--- src/rtl/vcap_pkg.sv ---
package vcap_pkg;

   typedef enum logic {
      EDGE_RISE = 1'b0,
      EDGE_FALL = 1'b1
   } edge_sel_e;

   localparam int unsigned VCAP_MAX_W = 16;

   function automatic logic in_span(input logic [VCAP_MAX_W-1:0] val,
                                    input logic [VCAP_MAX_W-1:0] lo,
                                    input logic [VCAP_MAX_W-1:0] hi);
      return (val >= lo) && (val <= hi);
   endfunction

endpackage

--- src/rtl/vcap_edge_det.sv ---
module vcap_edge_det
   import vcap_pkg::*;
(
   input  logic clk_i,
   input  logic rst_ni,
   input  logic sync_i,
   input  logic pol_i,
   output logic edge_o
);
   logic smp_q;
   logic prv_q;
   edge_sel_e sel;

   always_ff @(posedge clk_i) begin
      if (!rst_ni) begin
         smp_q <= 1'b0;
         prv_q <= 1'b0;
      end else begin
         smp_q <= sync_i;
         prv_q <= smp_q;
      end
   end

   assign sel = edge_sel_e'(pol_i);

   always_comb begin
      if (sel == EDGE_FALL) edge_o = prv_q & ~smp_q;
      else                  edge_o = ~prv_q & smp_q;
   end
endmodule

--- src/rtl/vcap_counter.sv ---
module vcap_counter #(
   parameter int unsigned CNT_W = 10
) (
   input  logic             clk_i,
   input  logic             rst_ni,
   input  logic             clr_i,
   input  logic             inc_i,
   output logic [CNT_W-1:0] cnt_o
);
   localparam logic [CNT_W-1:0] CNT_MAX = {CNT_W{1'b1}};

   always_ff @(posedge clk_i) begin
      if (!rst_ni)                         cnt_o <= CNT_MAX;
      else if (clr_i)                      cnt_o <= '0;
      else if (inc_i && cnt_o != CNT_MAX)  cnt_o <= cnt_o + 1'b1;
   end

   AST_CNT_CLEAR: assert property (@(posedge clk_i) disable iff (!rst_ni)
      clr_i |=> cnt_o == '0);
   AST_CNT_SAT: assert property (@(posedge clk_i) disable iff (!rst_ni)
      (!clr_i && cnt_o == CNT_MAX) |=> cnt_o == CNT_MAX);
   AST_CNT_STEP: assert property (@(posedge clk_i) disable iff (!rst_ni)
      (!clr_i && inc_i && cnt_o != CNT_MAX) |=> cnt_o == $past(cnt_o) + 1'b1);
endmodule

--- src/rtl/vcap_window_cmp.sv ---
module vcap_window_cmp
   import vcap_pkg::*;
#(
   parameter int unsigned CNT_W = 10
) (
   input  logic             armed_i,
   input  logic [CNT_W-1:0] pix_i,
   input  logic [CNT_W-1:0] line_i,
   input  logic [CNT_W-1:0] hstart_i,
   input  logic [CNT_W-1:0] hend_i,
   input  logic [CNT_W-1:0] vstart_i,
   input  logic [CNT_W-1:0] vend_i,
   output logic             sample_en_o,
   output logic             line_first_o,
   output logic             field_first_o
);
   localparam int unsigned PAD = VCAP_MAX_W - CNT_W;

   logic h_in, v_in;

   assign h_in = in_span({{PAD{1'b0}}, pix_i},  {{PAD{1'b0}}, hstart_i}, {{PAD{1'b0}}, hend_i});
   assign v_in = in_span({{PAD{1'b0}}, line_i}, {{PAD{1'b0}}, vstart_i}, {{PAD{1'b0}}, vend_i});

   assign sample_en_o   = armed_i & h_in & v_in;
   assign line_first_o  = sample_en_o & (pix_i == hstart_i);
   assign field_first_o = sample_en_o & (line_i == vstart_i);

   always_comb begin
      AST_EMPTY_WIN: assert (!(sample_en_o && ((hstart_i > hend_i) || (vstart_i > vend_i))));
   end
endmodule

--- src/rtl/vcap_window_gen.sv ---
module vcap_window_gen #(
   parameter int unsigned CNT_W = 10
) (
   input  logic             clk_i,
   input  logic             rst_ni,
   input  logic             hsync_i,
   input  logic             vsync_i,
   input  logic             hpol_i,
   input  logic             vpol_i,
   input  logic [CNT_W-1:0] hstart_i,
   input  logic [CNT_W-1:0] hend_i,
   input  logic [CNT_W-1:0] vstart_i,
   input  logic [CNT_W-1:0] vend_i,
   output logic [CNT_W-1:0] pix_cnt_o,
   output logic [CNT_W-1:0] line_cnt_o,
   output logic             sample_en_o,
   output logic             line_first_o,
   output logic             field_first_o
);
   localparam int unsigned AXES  = 2;
   localparam int unsigned AX_H  = 0;
   localparam int unsigned AX_V  = 1;

   if (CNT_W < 2 || CNT_W > vcap_pkg::VCAP_MAX_W) begin : g_bad_width
      $error("vcap_window_gen: CNT_W out of range");
   end

   logic [AXES-1:0] sync_vec, pol_vec, edge_vec;
   logic            armed_q;

   assign sync_vec = {vsync_i, hsync_i};
   assign pol_vec  = {vpol_i, hpol_i};

   for (genvar a = 0; a < AXES; a++) begin : g_axis
      vcap_edge_det u_edge (
         .clk_i  (clk_i),
         .rst_ni (rst_ni),
         .sync_i (sync_vec[a]),
         .pol_i  (pol_vec[a]),
         .edge_o (edge_vec[a])
      );
   end

   vcap_counter #(.CNT_W(CNT_W)) u_pix (
      .clk_i  (clk_i),
      .rst_ni (rst_ni),
      .clr_i  (edge_vec[AX_H]),
      .inc_i  (1'b1),
      .cnt_o  (pix_cnt_o)
   );

   vcap_counter #(.CNT_W(CNT_W)) u_line (
      .clk_i  (clk_i),
      .rst_ni (rst_ni),
      .clr_i  (edge_vec[AX_V]),
      .inc_i  (edge_vec[AX_H]),
      .cnt_o  (line_cnt_o)
   );

   always_ff @(posedge clk_i) begin
      if (!rst_ni)              armed_q <= 1'b0;
      else if (edge_vec[AX_V])  armed_q <= 1'b1;
   end

   vcap_window_cmp #(.CNT_W(CNT_W)) u_cmp (
      .armed_i       (armed_q),
      .pix_i         (pix_cnt_o),
      .line_i        (line_cnt_o),
      .hstart_i      (hstart_i),
      .hend_i        (hend_i),
      .vstart_i      (vstart_i),
      .vend_i        (vend_i),
      .sample_en_o   (sample_en_o),
      .line_first_o  (line_first_o),
      .field_first_o (field_first_o)
   );

   AST_UNARMED_QUIET: assert property (@(posedge clk_i) disable iff (!rst_ni)
      !armed_q |-> !sample_en_o);
   AST_LINE_FIRST_IN_WIN: assert property (@(posedge clk_i) disable iff (!rst_ni)
      line_first_o |-> (sample_en_o && pix_cnt_o == hstart_i));
   AST_FIELD_FIRST_IN_WIN: assert property (@(posedge clk_i) disable iff (!rst_ni)
      field_first_o |-> (sample_en_o && line_cnt_o == vstart_i));
   AST_VEDGE_ZERO: assert property (@(posedge clk_i) disable iff (!rst_ni)
      edge_vec[AX_V] |=> (line_cnt_o == '0 && armed_q));
endmodule

--- config.mk ---
export PLATFORM = sky130hd
export DESIGN_NAME = vcap_window_gen
export DESIGN_NICKNAME = d
export VERILOG_FILES = /design/src/rtl/vcap_pkg.sv /design/src/rtl/vcap_edge_det.sv /design/src/rtl/vcap_counter.sv /design/src/rtl/vcap_window_cmp.sv /design/src/rtl/vcap_window_gen.sv
export SDC_FILE = /design/constraint.sdc
export NUM_CORES = 1
export LEC_CHECK = 0
export ABC_AREA = 1
export BUFFER_PORTS_ARGS = -buffer_cell sky130_fd_sc_hd__buf_2
export CELL_PAD_IN_SITES_DETAIL_PLACEMENT = 2
export CELL_PAD_IN_SITES_GLOBAL_PLACEMENT = 2
export CORE_ASPECT_RATIO = 1.2
export CORE_MARGIN = 5
export CORE_UTILIZATION = 28
export DETAILED_ROUTE_END_ITERATION = 16
export PLACE_DENSITY_LB_ADDON = 0.1
export SLEW_MARGIN = 30
export SYNTH_ARGS = -nofsm -noshare
export SYNTH_HDL_FRONTEND = slang
export SYNTH_SLANG_ARGS = --single-unit
--- constraint.sdc ---
create_clock -name clk_i -period 2 [get_ports clk_i]
set_input_delay 0.5 -clock clk_i [delete_from_list [all_inputs] [get_ports clk_i]]
set_output_delay 0.5 -clock clk_i [all_outputs]
set_load 0.03 [all_outputs]
==> impl_metrics.env, run 1 <==
export IMPL_cts_root_buf="clkbuf_8"
export IMPL_holdWs_ns=0.3986
export IMPL_portBuffers=68
export IMPL_final_util_pct=44.72
export IMPL_cp_start_kind="flip-flop"
export IMPL_core_area_mm2=0.008108
export IMPL_peakVddDrop_v=0.0006375
export IMPL_cts_clk_slew_worst_paths_ns=0.09
export IMPL_synth_edff_count=0
export IMPL_drc_errors=0
export IMPL_die_y_um=110.0
export IMPL_yosysMostFrequentCell="nand2_1"
export IMPL_r2r_end="u_line.cnt_o[4]"
export IMPL_drt_wl_total_um=8372
export IMPL_die_area_mm2=0.01026
export IMPL_fin_crit_ns=2.396
export IMPL_die_w_um=93.29
export IMPL_hold_class="in -> reg"
export IMPL_ys_top_cells_by_area="ha_1, dfxtp_1, nand2_1"
export IMPL_max_freq_ghz=0.4174
export IMPL_finalPower_mw=3.800
export IMPL_cap_violations=0
export IMPL_async_flop_share_pct=0
export IMPL_cts_sinks=25
export IMPL_diodes=0
export IMPL_area_growth_pct=55.56
export IMPL_cts_buffers=3
export IMPL_seq_area_frac_synth_pct=21.47
export IMPL_cts_buffer_depth=2
export IMPL_io_pins=69
export IMPL_grt_pass1_vias=2918
export IMPL_cp_end_kind="primary output"
export IMPL_r2r_slack_ns=0.26
export IMPL_r2r_start="u_line.cnt_o[1]"
export IMPL_critPathMaxFanout=4
export IMPL_avgViaCountPerCell=4.965
export IMPL_grt_util_all_layers_pct=17.06
export IMPL_cp_data_required_time_ns=1.50
export IMPL_ys_ff_latch=25
export IMPL_layout_drive_gt1_share_pct=48.21
export IMPL_antenna_found_initial=0
export IMPL_crit_family="simple AND/OR/NAND/NOR gates"
export IMPL_syn_area_mm2=0.002331
export IMPL_worst_slack_ns=-0.3960
export IMPL_critPathKind="reg -> out"
export IMPL_drv_slew=0
export IMPL_syn_nets=430
export IMPL_leakage_nw=1.842
export IMPL_gr_total_overflow=0
export IMPL_ff2ff_path_depth=9
export IMPL_setup_tns_ns=-1.029
export IMPL_nets=535
export IMPL_syn_instance_count=342
export IMPL_violations="negative setup slack"
export IMPL_synth_ff_type="dfxtp_1"
export IMPL_hp_start="hsync_i"
export IMPL_syn_mean_instance_area_um2=6.816
export IMPL_crit_top_cell="nand3_4"
export IMPL_timing_critical_path_buf_inv=1
export IMPL_min_to="g_axis[0].u_edge.smp_q"
export IMPL_setup_viol=3
export IMPL_final_period_utilization_pct=119.8
export IMPL_maxSlewHeadroom_pct=65.19
export IMPL_grt_max_degree=26
export IMPL_drt_pass1_iterations=4
export IMPL_crit_path_max_incr_delay_ns=0.38
export IMPL_ant_nets=0
export IMPL_rows=36
export IMPL_status="finished with violations"
export IMPL_power_density_mw_per_mm2=1048
export IMPL_place_inst=534
export IMPL_skew_ns=0.004826
export IMPL_routabilityCongestion=0.7334
export IMPL_yosysTopAreaCell="ha_1"
export IMPL_wl_per_cell_um=15.48
export IMPL_hold_depth=3
export IMPL_netlist_area_leader_share_pct=22.54
export IMPL_num_vias=2686
export IMPL_start_util_pct=28.75
export IMPL_h_tree_depth=1
export IMPL_crit_chain="ha_4, nand4_1, nand3_2, nand2_2, nand3_4, nand3_4, nor3_4, buf_6"
export IMPL_synth_warnings=0
export IMPL_cts_tree="yes"
export IMPL_clock_latency_ns=0.28
export IMPL_final_hold_viol_count=0
export IMPL_cp_slowest_cell="dfxtp_4"
export IMPL_synthTopCellsByCount="nand2_1, inv_1, nand3_1, ha_1, dfxtp_1"
export IMPL_grt_pass1_wl_um=13740
export IMPL_drtIter0Drc=47
export IMPL_timing_critical_path_arrival_ns=1.90
export IMPL_tightest_slew_ns=0.5222
export IMPL_ys_types=33
export IMPL_stdcell_count=541
export IMPL_post_dp_hpwl_um=6881
export IMPL_rsz0062_at_grt="true"
## flip-flops by register name, indices dropped and copies added (netlist names)
register,count
u_line.cnt_o,10
u_pix.cnt_o,10
g_axis.u_edge.prv_q,2
g_axis.u_edge.smp_q,2
armed_q,1
## how the worst max path moves through the flow
stage	slack, ns	depth (start not counted)	to	from
final	-0.40	8	field_first_o	u_pix.cnt_o[5]
after global routing	-0.51	8	field_first_o	u_pix.cnt_o[5]
after CTS	-0.32	9	line_first_o	u_pix.cnt_o[5]
after detailed placement	-0.43	10	line_first_o	vend_i[9]
after global placement	-0.37	11	line_first_o	vend_i[8]
after floorplan	-0.09	8	field_first_o	hend_i[7]
## where the power goes
part	leakage [nW]	total, mW	switching, mW	internal (mW)
clock	0.0255	0.309	0.169	0.140
sequential	0.207	0.913	0.231	0.682
combinational	1.61	2.58	1.46	1.12
total	1.84	3.80	1.86	1.94
## metrics by stage
step	setup WS, ns	area (um^2)
4_1_cts	-0.3223	3532
5_1_grt	-0.5114	3626
6_report	-0.3960	3626
2_1_floorplan	-0.09035	2556
3_3_place_gp	-0.3651	3249
3_5_place_dp	-0.4314	3249
## cell families after synthesis
group | count (synthesis) | share of synthesized area (%)
XOR/XNOR | 2 | 0.7516
flip-flops | 25 | 21.47
buffers and inverters | 71 | 11.54
AO/OA/AOI/OAI | 32 | 8.910
AND/OR/NAND/NOR | 170 | 34.78
adder cells (fa/ha/maj) | 42 | 22.54
## cells in the final DEF (no fill, tap or decap), types with 3 or more instances in the layout
cell type / synthesis / final
nand3_4: 0 / 3
nand2_2: 3 / 16
ha_4: 0 / 19
or2_2: 4 / 4
dfxtp_1: 25 / 5
clkbuf_8: 0 / 3
inv_1: 63 / 52
buf_4: 0 / 36
buf_6: 0 / 4
a21oi_1: 13 / 13
dfxtp_4: 0 / 13
nand4_1: 11 / 11
nor2_1: 19 / 7
buf_2: 2 / 65
nand2_4: 0 / 4
dfxtp_2: 0 / 7
nand3b_1: 5 / 5
nand2_1: 74 / 57
nand3_2: 0 / 4
inv_2: 3 / 11
nand3_1: 44 / 37
ha_1: 42 / 23
nor2_4: 1 / 7
o21ai_1: 4 / 5
nor2_2: 1 / 7
## layer usage
layer	vias to the layer above	wire (um)	global-route usage, %
li1	1338	-	-
met1	1291	3159	17.75
met2	52	4884	35.87
met3	5	265	1.437
met4	0	62	4.084
met5	-	0	0
## cell type report
class                      instances  area, um^2
clock buffer                       3       41.29
clock inverter                     1       5.005
fill                             969        4482
inverter                          66       260.3
multi-input combinational        246        2002
sequential                        25       558.0
tap                               95       118.9
timing repair buffer             105       640.6
## what timing repair did
| action | in CTS | in global routing |
|---|---|---|
| pin swaps | 15 | 15 |
| hold buffers | 0 | 0 |
| setup buffers | 3 | 0 |
| gates resized for setup | 45 | 22 |
| endpoints found under the setup margin | 3 | 3 |
## worst min-delay path: stages
cell	delay, ns
buf_2	0.07
nand2_1	0.04
inv_1	0.04
(Power assumes the default switching activity.)
==> run 2: changes to the inputs <==
==> constraint.sdc (replaced) <==
create_clock -name clk_i -period 2 [get_ports clk_i]
set_input_delay 0.3 -clock clk_i [delete_from_list [all_inputs] [get_ports clk_i]]
set_output_delay 0.3 -clock clk_i [all_outputs]
set_load 0.03 [all_outputs]
==> impl_metrics.env, run 2 (synthesis gave the netlist of run 1 again) <==
export IMPL_status="finished with violations"
export IMPL_violations="negative setup slack"
export IMPL_num_vias=2637
export IMPL_diodes=0
export IMPL_cts_hold_buf=0
export IMPL_crit_family="simple AND/OR/NAND/NOR gates"
export IMPL_maxSlewHeadroom_pct=66.63
export IMPL_grt_pass1_vias=2827
export IMPL_routabilityCongestion=0.7688
export IMPL_cp_data_required_time_ns=1.70
export IMPL_wl_per_cell_um=14.39
export IMPL_startpoint="u_pix.cnt_o[9]"
export IMPL_start_util_pct=28.75
export IMPL_skew_ns=0.002931
export IMPL_power_density_mw_per_mm2=1041
export IMPL_cts_sinks=25
export IMPL_die_w_um=93.29
export IMPL_rows=36
export IMPL_tightest_slew_ns=0.5005
export IMPL_portBuffers=68
export IMPL_drt_pass1_iterations=3
export IMPL_cp_end_kind="primary output"
export IMPL_nets=529
export IMPL_ant_nets=0
export IMPL_layout_drive_gt1_share_pct=42.73
export IMPL_dpl_worst_slack_ns=-0.2221
export IMPL_critPathKind="reg -> out"
export IMPL_clock_latency_ns=0.28
export IMPL_cp_depth=9
export IMPL_final_period_utilization_pct=106.7
export IMPL_cts_buffers=3
export IMPL_grt_util_all_layers_pct=15.35
export IMPL_final_common_cell="buf_2"
export IMPL_gr_total_overflow=0
export IMPL_area_growth_pct=49.92
export IMPL_cts_root_buf="clkbuf_8"
export IMPL_p_sw_mw=1.779
export IMPL_cts_buffer_depth=2
export IMPL_r2r_start="u_line.cnt_o[1]"
export IMPL_rsz0062_at_grt="true"
export IMPL_antenna_found_initial=0
export IMPL_cp_slowest_cell="dfxtp_4"
export IMPL_drv_slew=0
export IMPL_grt_max_degree=26
export IMPL_seq_power_share_pct=25.5
export IMPL_leakage_nw=1.809
export IMPL_crit_chain="ha_4, nand2_2, a21oi_2, nor2_2, nand3_2, nand2_2, nand3_4, nor3_4, buf_6"
export IMPL_crit_path_max_incr_delay_ns=0.40
export IMPL_reg_top3="u_line.cnt_o: 10 flops, u_pix.cnt_o: 10 flops"
export IMPL_fin_crit_ns=2.133
export IMPL_cap_violations=0
export IMPL_critPathMaxFanout=4
export IMPL_swShare_pct=48.91
export IMPL_final_hold_viol_count=0
export IMPL_r2r_end="u_line.cnt_o[4]"
export IMPL_setup_viol=3
export IMPL_p_clk_share_pct=8.7
export IMPL_hold_class="in -> reg"
export IMPL_pwr_share_comb_pct=65.8
export IMPL_hold_depth=3
export IMPL_ff2ff_path_depth=9
export IMPL_cts_clk_slew_worst_paths_ns=0.10
export IMPL_max_freq_ghz=0.4687
export IMPL_worst_slack_ns=-0.1334
export IMPL_crit_top_cell="nand2_2"
export IMPL_die_area_mm2=0.01026
export IMPL_final_cell_mix="buf_2, nand2_1, inv_1"
export IMPL_avgViaCountPerCell=4.929
export IMPL_drc_errors=0
export IMPL_h_tree_depth=1
export IMPL_grt_pass1_wl_um=12810
export IMPL_timing_critical_path_arrival_ns=1.83
export IMPL_cp_start_kind="flip-flop"
export IMPL_post_dp_hpwl_um=6345
export IMPL_core_area_mm2=0.008108
export IMPL_io_pins=69
export IMPL_setup_tns_ns=-0.3090
export IMPL_cts_tree="yes"
export IMPL_timing_critical_path_buf_inv=1
export IMPL_r2r_slack_ns=0.29
export IMPL_final_util_pct=43.10
export IMPL_crit_end="line_first_o"
export IMPL_finalPower_mw=3.637
export IMPL_drtIter0Drc=22
export IMPL_die_y_um=110.0
export IMPL_peakVddDrop_v=0.0004373
export IMPL_drt_wl_total_um=7701
export IMPL_internal_power_mw=1.858
==> run 2: power groups by stage <==
stage / Combinational, mW / Clock (mW) / Sequential [mW]
floorplan: 1.07 / 0 / 1.07
global placement: 1.98 / 0 / 0.858
detailed placement: 2.08 / 0 / 0.858
CTS: 2.31 / 0.329 / 0.915
global route: 2.69 / 0.348 / 0.955
finish: 2.39 / 0.318 / 0.927
==> run 2: what timing repair did <==
action | in CTS | in global routing
endpoints found under the setup margin | 3 | 3
pin swaps | 14 | 9
resized for setup | 51 | 25
setup buffers | 3 | 1
==> run 2: per-layer routing <==
layer	vias to the layer above	wire (um)	global-route usage, %
met3	5	152	1.095
met1	1274	3124	16.63
li1	1318	-	-
met4	0	55	2.827
met2	40	4369	32.04
met5	-	0	0
==> run 2: worst reg2reg max path: stages (launching register included) <==
cell	delay, ns
dfxtp_2	0.36
buf_4	0.14
ha_1	0.19
nand2_2	0.14
nor2_8	0.06
nand4_4	0.10
nand2_1	0.07
nor2_2	0.34
o211ai_1	0.15
nand3_1	0.10
==> run 2: metrics by stage <==
stage	cell area, um^2	cells	hold slack, ns
3_3_place_gp	3017	527	0.4116
6_report	3495	535	0.1986
5_1_grt	3495	535	0.1988
4_1_cts	3374	534	0.1960
2_1_floorplan	2376	342	0.3976
3_5_place_dp	3017	527	0.4255
==> run 2: cell type report <==
type | instances | area (um^2)
Fill cell | 998 | 4613
Inverter | 66 | 247.7
Timing Repair Buffer | 99 | 595.6
Clock inverter | 1 | 5.005
Tap cell | 95 | 118.9
Clock buffer | 3 | 41.29
Sequential cell | 25 | 556.8
Multi-Input combinational cell | 246 | 1929
==> run 2: how the worst min path moves through the flow <==
stage                                 from                      to  slack (ns)
global placement    g_axis[1].u_edge.smp_q  g_axis[1].u_edge.prv_q        0.41
floorplan                          hsync_i  g_axis[0].u_edge.smp_q        0.40
detailed placement  g_axis[1].u_edge.smp_q  g_axis[1].u_edge.prv_q        0.43
global route                       hsync_i  g_axis[0].u_edge.smp_q        0.20
finish                             hsync_i  g_axis[0].u_edge.smp_q        0.20
CTS                                hsync_i  g_axis[0].u_edge.smp_q        0.20
